===== src/rtl/strap_pkg.sv =====
package strap_pkg;
    typedef enum logic [1:0] {ST_RESET, ST_SETTLE, ST_RUN} seq_state_t;

    // Live straps: tracked while manual mode is on
    typedef struct packed {
        logic [1:0] xover;
        logic [2:0] speed;   // [2] 1000, [1] 100, [0] 10
        logic       restart;
        logic       master;
        logic       pause;
        logic       duplex;
    } live_straps_t;

    // Frozen straps: captured once at reset release
    typedef struct packed {
        logic tenbit;
        logic serial10;
        logic isolate;
        logic smart;
    } fixed_straps_t;

    localparam int LIVE_W = $bits(live_straps_t);
endpackage


===== src/rtl/strap_sync.sv =====
module strap_sync #(
    parameter int WIDTH  = 1,
    parameter int STAGES = 2
) (
    input  logic             clk,
    input  logic             rst_n,
    input  logic [WIDTH-1:0] d,
    output logic [WIDTH-1:0] q
);
    logic [WIDTH-1:0] pipe [STAGES];

    always_ff @(posedge clk or negedge rst_n) begin
        if (!rst_n) pipe[0] <= '0;
        else        pipe[0] <= d;
    end

    for (genvar g = 1; g < STAGES; g++) begin : g_stage
        always_ff @(posedge clk or negedge rst_n) begin
            if (!rst_n) pipe[g] <= '0;
            else        pipe[g] <= pipe[g-1];
        end
    end

    assign q = pipe[STAGES-1];
endmodule


===== src/rtl/strap_seq.sv =====
module strap_seq
    import strap_pkg::*;
#(
    parameter int SYNC_STAGES = 2
) (
    input  logic          clk,
    input  logic          rst_n,
    input  logic          manual_mode,
    input  logic          an_enable,
    input  live_straps_t  raw_live,
    input  fixed_straps_t raw_fixed,
    input  live_straps_t  sync_live,
    output live_straps_t  eff_live,
    output fixed_straps_t fixed_q,
    output logic          restart_pulse,
    output logic          xreset_pulse
);
    localparam int SETTLE_CYC = (SYNC_STAGES > 1) ? SYNC_STAGES - 1 : 1;
    localparam int CNT_W      = $clog2(SETTLE_CYC + 1);

    seq_state_t    state, state_nxt;
    logic [CNT_W-1:0] settle_cnt;
    live_straps_t  cap_live;
    fixed_straps_t cap_fixed;
    logic          prev_restart;
    logic [1:0]    prev_xover;
    logic          running, rise_seen, xover_moved;

    // State register
    always_ff @(posedge clk or negedge rst_n) begin
        if (!rst_n) state <= ST_RESET;
        else        state <= state_nxt;
    end

    // Next-state logic
    always_comb begin
        state_nxt = state;
        unique case (state)
            ST_RESET:  state_nxt = ST_SETTLE;
            ST_SETTLE: if (settle_cnt == CNT_W'(SETTLE_CYC - 1)) state_nxt = ST_RUN;
            ST_RUN:    state_nxt = ST_RUN;
            default:   state_nxt = ST_RESET;
        endcase
    end

    assign running     = (state == ST_RUN);
    assign rise_seen   = running && sync_live.restart && !prev_restart;
    assign xover_moved = running && (sync_live.xover != prev_xover);

    // Capture, tracking and pulse registers
    always_ff @(posedge clk or negedge rst_n) begin
        if (!rst_n) begin
            settle_cnt    <= '0;
            cap_live      <= '0;
            cap_fixed     <= '0;
            prev_restart  <= 1'b0;
            prev_xover    <= 2'b00;
            restart_pulse <= 1'b0;
            xreset_pulse  <= 1'b0;
        end else begin
            restart_pulse <= rise_seen && manual_mode && an_enable;
            xreset_pulse  <= xover_moved && manual_mode;
            unique case (state)
                ST_RESET: begin
                    cap_live     <= raw_live;
                    cap_fixed    <= raw_fixed;
                    prev_restart <= raw_live.restart;
                    prev_xover   <= raw_live.xover;
                    settle_cnt   <= '0;
                end
                ST_SETTLE: settle_cnt <= settle_cnt + 1'b1;
                ST_RUN: begin
                    prev_restart <= sync_live.restart;
                    prev_xover   <= sync_live.xover;
                end
                default: settle_cnt <= '0;
            endcase
        end
    end

    assign eff_live = (running && manual_mode) ? sync_live : cap_live;
    assign fixed_q  = cap_fixed;

    assert_latch_frozen_R2: assert property (@(posedge clk) disable iff (!rst_n)
        (state == ST_RUN) |=> $stable(cap_fixed));
    assert_restart_single_R9: assert property (@(posedge clk) disable iff (!rst_n)
        restart_pulse |=> !restart_pulse);
    assert_restart_gated_R9: assert property (@(posedge clk) disable iff (!rst_n)
        $rose(restart_pulse) |-> $past(an_enable) && $past(manual_mode));
    assert_xreset_single_R10: assert property (@(posedge clk) disable iff (!rst_n)
        xreset_pulse |=> !xreset_pulse);
    assert_xreset_manual_R10: assert property (@(posedge clk) disable iff (!rst_n)
        $rose(xreset_pulse) |-> $past(manual_mode));
endmodule


===== src/rtl/strap_map.sv =====
module strap_map
    import strap_pkg::*;
(
    input  live_straps_t  eff_live,
    input  fixed_straps_t fixed_q,
    input  logic          an_enable,
    input  logic          test_clk_mode,
    output logic          full_duplex,
    output logic [2:0]    adv_fd,
    output logic          adv_pause,
    output logic          adv_asym,
    output logic          master,
    output logic [3:0]    ext_bits
);
    logic strap_fn;
    assign strap_fn = !test_clk_mode;

    always_comb begin
        full_duplex = strap_fn && !an_enable && eff_live.duplex;
        adv_fd      = (strap_fn && an_enable && eff_live.duplex) ? eff_live.speed : 3'b000;
        adv_pause   = strap_fn && eff_live.pause;
        adv_asym    = strap_fn && eff_live.pause;
        master      = eff_live.master;
        ext_bits    = fixed_q;
    end
endmodule


===== src/rtl/phy_strap_ctrl.sv =====
module phy_strap_ctrl
    import strap_pkg::*;
#(
    parameter int SYNC_STAGES = 2
) (
    input  logic       clk,
    input  logic       rst_n,
    input  logic       an_enable,
    input  logic       manual_mode,
    input  logic       test_clk_mode,
    input  logic       pin_duplex,
    input  logic       pin_pause,
    input  logic       pin_master,
    input  logic       pin_restart,
    input  logic [2:0] pin_speed,
    input  logic [1:0] pin_xover,
    input  logic       pin_smart,
    input  logic       pin_isolate,
    input  logic       pin_serial10,
    input  logic       pin_tenbit,
    output logic       reg_restart_an,
    output logic       reg_full_duplex,
    output logic       adv_fd_1000,
    output logic       adv_fd_100,
    output logic       adv_fd_10,
    output logic       adv_pause,
    output logic       adv_asym_dir,
    output logic       port_master,
    output logic       ext_smart,
    output logic       ext_isolate,
    output logic       ext_serial10,
    output logic       ext_tenbit,
    output logic [1:0] xover_mode,
    output logic       int_reset
);
    live_straps_t  raw_live, sync_live, eff_live;
    fixed_straps_t raw_fixed, fixed_q;
    logic [LIVE_W-1:0] sync_vec;
    logic [2:0] adv_fd;
    logic [3:0] ext_bits;

    assign raw_live  = '{xover: pin_xover, speed: pin_speed, restart: pin_restart,
                         master: pin_master, pause: pin_pause, duplex: pin_duplex};
    assign raw_fixed = '{tenbit: pin_tenbit, serial10: pin_serial10,
                         isolate: pin_isolate, smart: pin_smart};

    strap_sync #(.WIDTH(LIVE_W), .STAGES(SYNC_STAGES)) u_sync (
        .clk(clk), .rst_n(rst_n), .d(raw_live), .q(sync_vec)
    );
    assign sync_live = live_straps_t'(sync_vec);

    strap_seq #(.SYNC_STAGES(SYNC_STAGES)) u_seq (
        .clk(clk), .rst_n(rst_n), .manual_mode(manual_mode), .an_enable(an_enable),
        .raw_live(raw_live), .raw_fixed(raw_fixed), .sync_live(sync_live),
        .eff_live(eff_live), .fixed_q(fixed_q),
        .restart_pulse(reg_restart_an), .xreset_pulse(int_reset)
    );

    strap_map u_map (
        .eff_live(eff_live), .fixed_q(fixed_q), .an_enable(an_enable),
        .test_clk_mode(test_clk_mode), .full_duplex(reg_full_duplex), .adv_fd(adv_fd),
        .adv_pause(adv_pause), .adv_asym(adv_asym_dir), .master(port_master),
        .ext_bits(ext_bits)
    );

    assign {adv_fd_1000, adv_fd_100, adv_fd_10} = adv_fd;
    assign {ext_tenbit, ext_serial10, ext_isolate, ext_smart} = ext_bits;
    assign xover_mode = eff_live.xover;
endmodule


===== config.mk =====
export PLATFORM = sky130hd
export DESIGN_NAME = phy_strap_ctrl
export DESIGN_NICKNAME = d
export VERILOG_FILES = /design/src/rtl/strap_pkg.sv /design/src/rtl/strap_sync.sv /design/src/rtl/strap_seq.sv /design/src/rtl/strap_map.sv /design/src/rtl/phy_strap_ctrl.sv
export SDC_FILE = /design/constraint.sdc
export NUM_CORES = 1
export LEC_CHECK = 0
export CAP_MARGIN = 20
export CELL_PAD_IN_SITES_DETAIL_PLACEMENT = 0
export CELL_PAD_IN_SITES_GLOBAL_PLACEMENT = 1
export CORE_MARGIN = 2
export CORE_UTILIZATION = 45
export CTS_CLUSTER_DIAMETER = 120
export DETAILED_ROUTE_END_ITERATION = 10
export DONT_BUFFER_PORTS = 1
export GPL_ROUTABILITY_DRIVEN = 0
export PLACE_DENSITY = 0.69
export REMOVE_ABC_BUFFERS = 1
export SYNTH_ARGS = -nofsm -noshare
export SYNTH_HDL_FRONTEND = slang
export SYNTH_SLANG_ARGS = --single-unit

===== constraint.sdc =====
create_clock -name clk -period 2.01 [get_ports clk]
set_clock_uncertainty 0.1 [all_clocks]
set_input_delay 0.402 -clock clk [delete_from_list [all_inputs] [get_ports clk]]
set_output_delay 0.402 -clock clk [all_outputs]
set_load 0.02 [all_outputs]

======== Yosys cells after proc, flatten, opt, wreduce, memory -nomap -nowiden ========
Index checks and enable logic that the tools add are counted.
storage, ports and cells
  bits in registers ....................... 39
  bits of input ports ..................... 18
  output and inout bits ................... 15
  logic and storage cells ................. 47
cells by class
  $add $sub $neg .......................... 1
  equal/unequal tests ..................... 4
  muxes and demuxes ....................... 7
  reductions and logical operators ........ 17
operators by type and width
  operator                                                                count
  1-bit logical AND                                                       12
  9-bit two-way mux                                                       1
  2-bit case mux with 3 select lines                                      1
  1-bit case mux with 2 select lines                                      2
  2-bit case mux with 2 select lines                                      1
  1-bit zero test                                                         3
  3-bit two-way mux                                                       1
  2-bit by 1-bit equality test with 1-bit output (second input constant)  1
  2-bit equality test (second input constant)                             1
  2-bit zero test                                                         1
  2-bit two-way mux                                                       1
  2-bit inequality test                                                   1
  2-bit inequality test (second input constant)                           1
  2-bit nonzero test                                                      1
  1-bit adder (second input constant)                                     1

======== Longest topological paths before layout ========
  word-level depth ........................ 5
  gate-level depth with buffers ........... 6
  gate-level depth less buffers ........... 4

======== Hierarchy ========
A second synthesis with hierarchy kept.
unflattened totals
  cell total of the unflattened synthesis .. 112
  area, all modules ....................... 1651.6 um^2
modules (own cells, without submodules)
  module      instances  cells each  area each (um^2)  seq. area each (um^2)
  strap_seq   1          74          1042.2            525.5
  strap_sync  1          27          518.0             450.4
  strap_map   1          11          91.3              0.0

======== Worst setup path after synthesis ========
OpenSTA, ideal clock, no wires.
  path kind ............................... register to output
  from .................................... register u_seq.state[0]
  to ...................................... output adv_pause
  data arrival time ....................... 1.625 ns
  data required time ...................... 1.508 ns
  path slack .............................. -0.117 ns
  stages on the path, launching flop included .. 7
  path buffers ............................ 2
  path through ............................ dfrtp_1 > inv_1 > ha_1 > buf_6 > a21bo_2 > a21oi_1 > buf_4
between the ends
  word-level cells in the longest chain between the ends .. 4
RTL lines
  item                    RTL line              source
  from (decl)             strap_seq.sv:21       seq_state_t state, state_nxt;
  from (signal assigned)  strap_seq.sv:32       else state <= state_nxt;
  2-bit equality test     strap_seq.sv:46       assign running = (state == ST_RUN);
  1-bit logical AND       strap_seq.sv:81       assign eff_live = (running && manual_mode) ? sync_live : cap_live;
  9-bit two-way mux       strap_seq.sv:81
  1-bit logical AND       n/a
  to (decl)               phy_strap_ctrl.sv:26  output logic adv_pause,
Every way passes these cells.

======== Worst setup path in the final report ========
  from .................................... register u_seq.state[0]
  to ...................................... output adv_fd_100
between the ends
  word-level cells in the longest chain between the ends .. 5
RTL lines
  item                     RTL line              source
  2-bit equality test (*)  strap_seq.sv:46
  1-bit logical AND (*)    strap_seq.sv:81
  9-bit two-way mux (*)    strap_seq.sv:81
  1-bit logical AND        strap_map.sv:20       adv_fd = (strap_fn && an_enable && eff_live.duplex) ? eff_live.speed : 3'b000;
  3-bit two-way mux (*)    strap_map.sv:20
  to (decl)                phy_strap_ctrl.sv:24  output logic adv_fd_100,
Every way passes the cells marked *; elsewhere a longest branch is shown, timed or not.

==> results.yml <==
layout:
  final_cell_mix: "dfrtp_1 (38), mux2_2 (14), buf_4 (14)"
  seq_area_um2: 950.9
  layout.core_utilization_pct: 57.83
  drive_gt1_share_pct: 40.91
  final_common_cell: "dfrtp_1"
  area_growth_pct: 25.35
  multi_input_area_um2: 545.5
  n_fill_cell: 271
  insertedDiodeCount: 0
  final_nets: 153
detailed_routing:
  drt-total-wl_um: 2658
  wl_per_cell_um: 14.93
  firstDrtPassIters: 2
  ant_nets: 0
  drc: 0
  drt_iter0_drc: 25
  routed_via_density: 4.949
  vias: 881
sta:
  drv_slew: 0
  setup_ws_ns: -0.1589
  min_period_ns: 2.169
  fmax_mhz: 461.1
  grt_setup_unrepaired: "true"
  relSlewSlack_pct: 83.05
  worst_pin_slew_ns: 0.2543
  fin_tns_setup_ns: -0.8021
  setup_viol: 9
  finalHoldViolations: 0
  post-route-period-util_pct: 107.9
  whs_ns: 0.08940
power:
  p_per_area_nw_per_um2: 743.8
  leakage_nw: 0.8376
  finalPower_mw: 1.413
  vdd_drop_max_mv: 0.5509
global_routing:
  grt_antenna_before_repair: 0
  grt_max_degree: 39
  grt_usage_pct: 15.90
  grt_first_pass_wirelength_um: 4119
  grt_overflow: 0
  grt_pass1_vias: 890
setup_path:
  crit_end: "adv_fd_100"
  reg2regPathDepth: 6
  r2r_slack_ns: 0.29
  worstSetupPathType: "reg2out"
  startpoint: "u_seq.state[0]"
  reg2reg_to: "u_seq.cap_live[8]"
  arrival_ns: 1.67
  critPathMaxFanout: 5
  crit_required_ns: 1.51
  cp-end-kind: "output pin"
  timing.rr.start: "u_seq.state[1]"
  startpoint_type: "register"
flow_run:
  maxCapViolCount: 0
placement:
  hpwl_um: 1739
  dpl_worst_slack_ns: -0.007262
  io_buffers: 0
clock_network:
  cts_buffer_depth: 2
  clkLatencyLatePin_ns: 0.34
  root_buffer: "clkbuf_4"
  cts.sinks: 38
  numCtsBuffers: 5
  htreeDepth: 2
  path_clk_slew_ns: 0.11
  cts_tree: "built"
die:
  die_w_um: 62.03
  die_y_um: 62.03
  rows: 21
  core_area_um2: 3284
  start_util_pct: 46.13
  num_io_pins: 33
  dieArea_um2: 3847
yosys:
  syn_area_per_cell_um2: 15.00
  synth_cell_type_count: 20
  ys_warn_count: 0
  synthCells: 101
  ys_ff_latch: 38
  yosysSeqAreaShare_pct: 62.76
  syn_area_um2: 1515
status:
  violations: "negative setup slack"
  status: "finished, violations left"
min_path:
  hp-class: "in2reg"
sequential cells by signal (all words and copies together) (netlist names):
| signal | count |
|---|---|
| u_seq.cap_live | 8 |
| u_seq.fixed_q | 4 |
| u_seq.prev_restart | 1 |
| u_seq.prev_xover | 2 |
| u_seq.restart_pulse | 1 |
| u_seq.settle_cnt | 1 |
| u_seq.state | 2 |
| u_seq.xreset_pulse | 1 |
| u_sync.pipe | 9 |
| u_sync.q | 9 |
report_power, final:
part | internal (mW) | leakage [nW] | switching, mW | total [mW]
logic | 0.0568 | 0.351 | 0.0514 | 0.108
registers | 0.800 | 0.442 | 0.0252 | 0.825
clock network | 0.239 | 0.0446 | 0.240 | 0.480
critical path, cell delays in order, from the launching register on:
cell and delay, ns:
dfrtp_1 0.40, inv_2 0.08, ha_4 0.17, buf_6 0.13
nand3_4 0.10, a221oi_2 0.26, buf_4 0.18
through the flow:
step	cell area (um^2)	instances
6_report	1899	178
5_1_grt	1899	178
4_1_cts	1887	177
3_5_place_dp	1603	153
3_3_place_gp	1603	153
2_1_floorplan	1463	96
synthesized netlist by cell type, drive strengths merged:
master / count / area [um^2]
a211oi: 1 / 7.510
a21bo: 5 / 50.05
a21oi: 2 / 10.01
a221oi: 3 / 45.04
buf: 5 / 52.55
dfrtp: 38 / 950.9
ha: 4 / 50.05
inv: 2 / 7.510
mux2: 17 / 191.4
mux2i: 3 / 30.03
nand2: 6 / 22.52
nand2b: 2 / 12.51
nand3: 5 / 37.54
nand4: 1 / 6.260
nor2: 1 / 3.750
o21ai: 4 / 20.02
xnor2: 2 / 17.52
per-layer routing:
metal	track usage [%]	part of all wire (%)	up-vias
met5	0	0	-
met4	10.94	2.7	0
met3	5.590	6.5	8
met2	23.66	47	27
met1	19.29	43	433
li1	-	-	413
repair_timing:
| item | in CTS | in global routing |
|---|---|---|
| endpoints found under the setup margin | 9 | 9 |
| resized for setup | 13 | 1 |
| setup buffers | 5 | 1 |
| hold buffers | 11 | 0 |
| pin swaps | 8 | 0 |
| hold endpoints to repair | 47 | 0 |
final cells by class:
cell class	count	share of cell area, %
Clock buffer	8	4.150
Inverter	2	0.3953
Tap cell	46	3.030
Sequential cell	38	50.07
Multi-Input combinational cell	56	28.72
Timing Repair Buffer	28	13.64
how the worst min path moves through the flow:
| stage | from | endpoint | slack [ns] | cells past startpoint |
|---|---|---|---|---|
| after detailed placement | rst_n | u_sync.pipe[9] | 0.007 | 0 |
| after CTS | an_enable | u_seq.restart_pulse | 0.07 | 2 |
| after global placement | rst_n | u_sync.q[0] | 0.007 | 0 |
| after floorplan | rst_n | u_seq.cap_live[0] | 0.006 | 0 |
| final | an_enable | u_seq.restart_pulse | 0.09 | 2 |
| after global routing | an_enable | u_seq.restart_pulse | 0.06 | 2 |
kinds of logic (layout without fill, tap and decap cells):
family          count (synthesis)  after routing  synth area share (%)
xor+xnor                        2              2                 1.156
mux                            20             20                 14.62
compound gates                 15             15                 8.753
buf+inv                         7             38                 3.964
flops                          38             38                 62.76
simple gates                   15             15                 5.450
fa+ha+maj                       4              4                 3.303
Note: power is estimated with default switching activity, not from simulation.
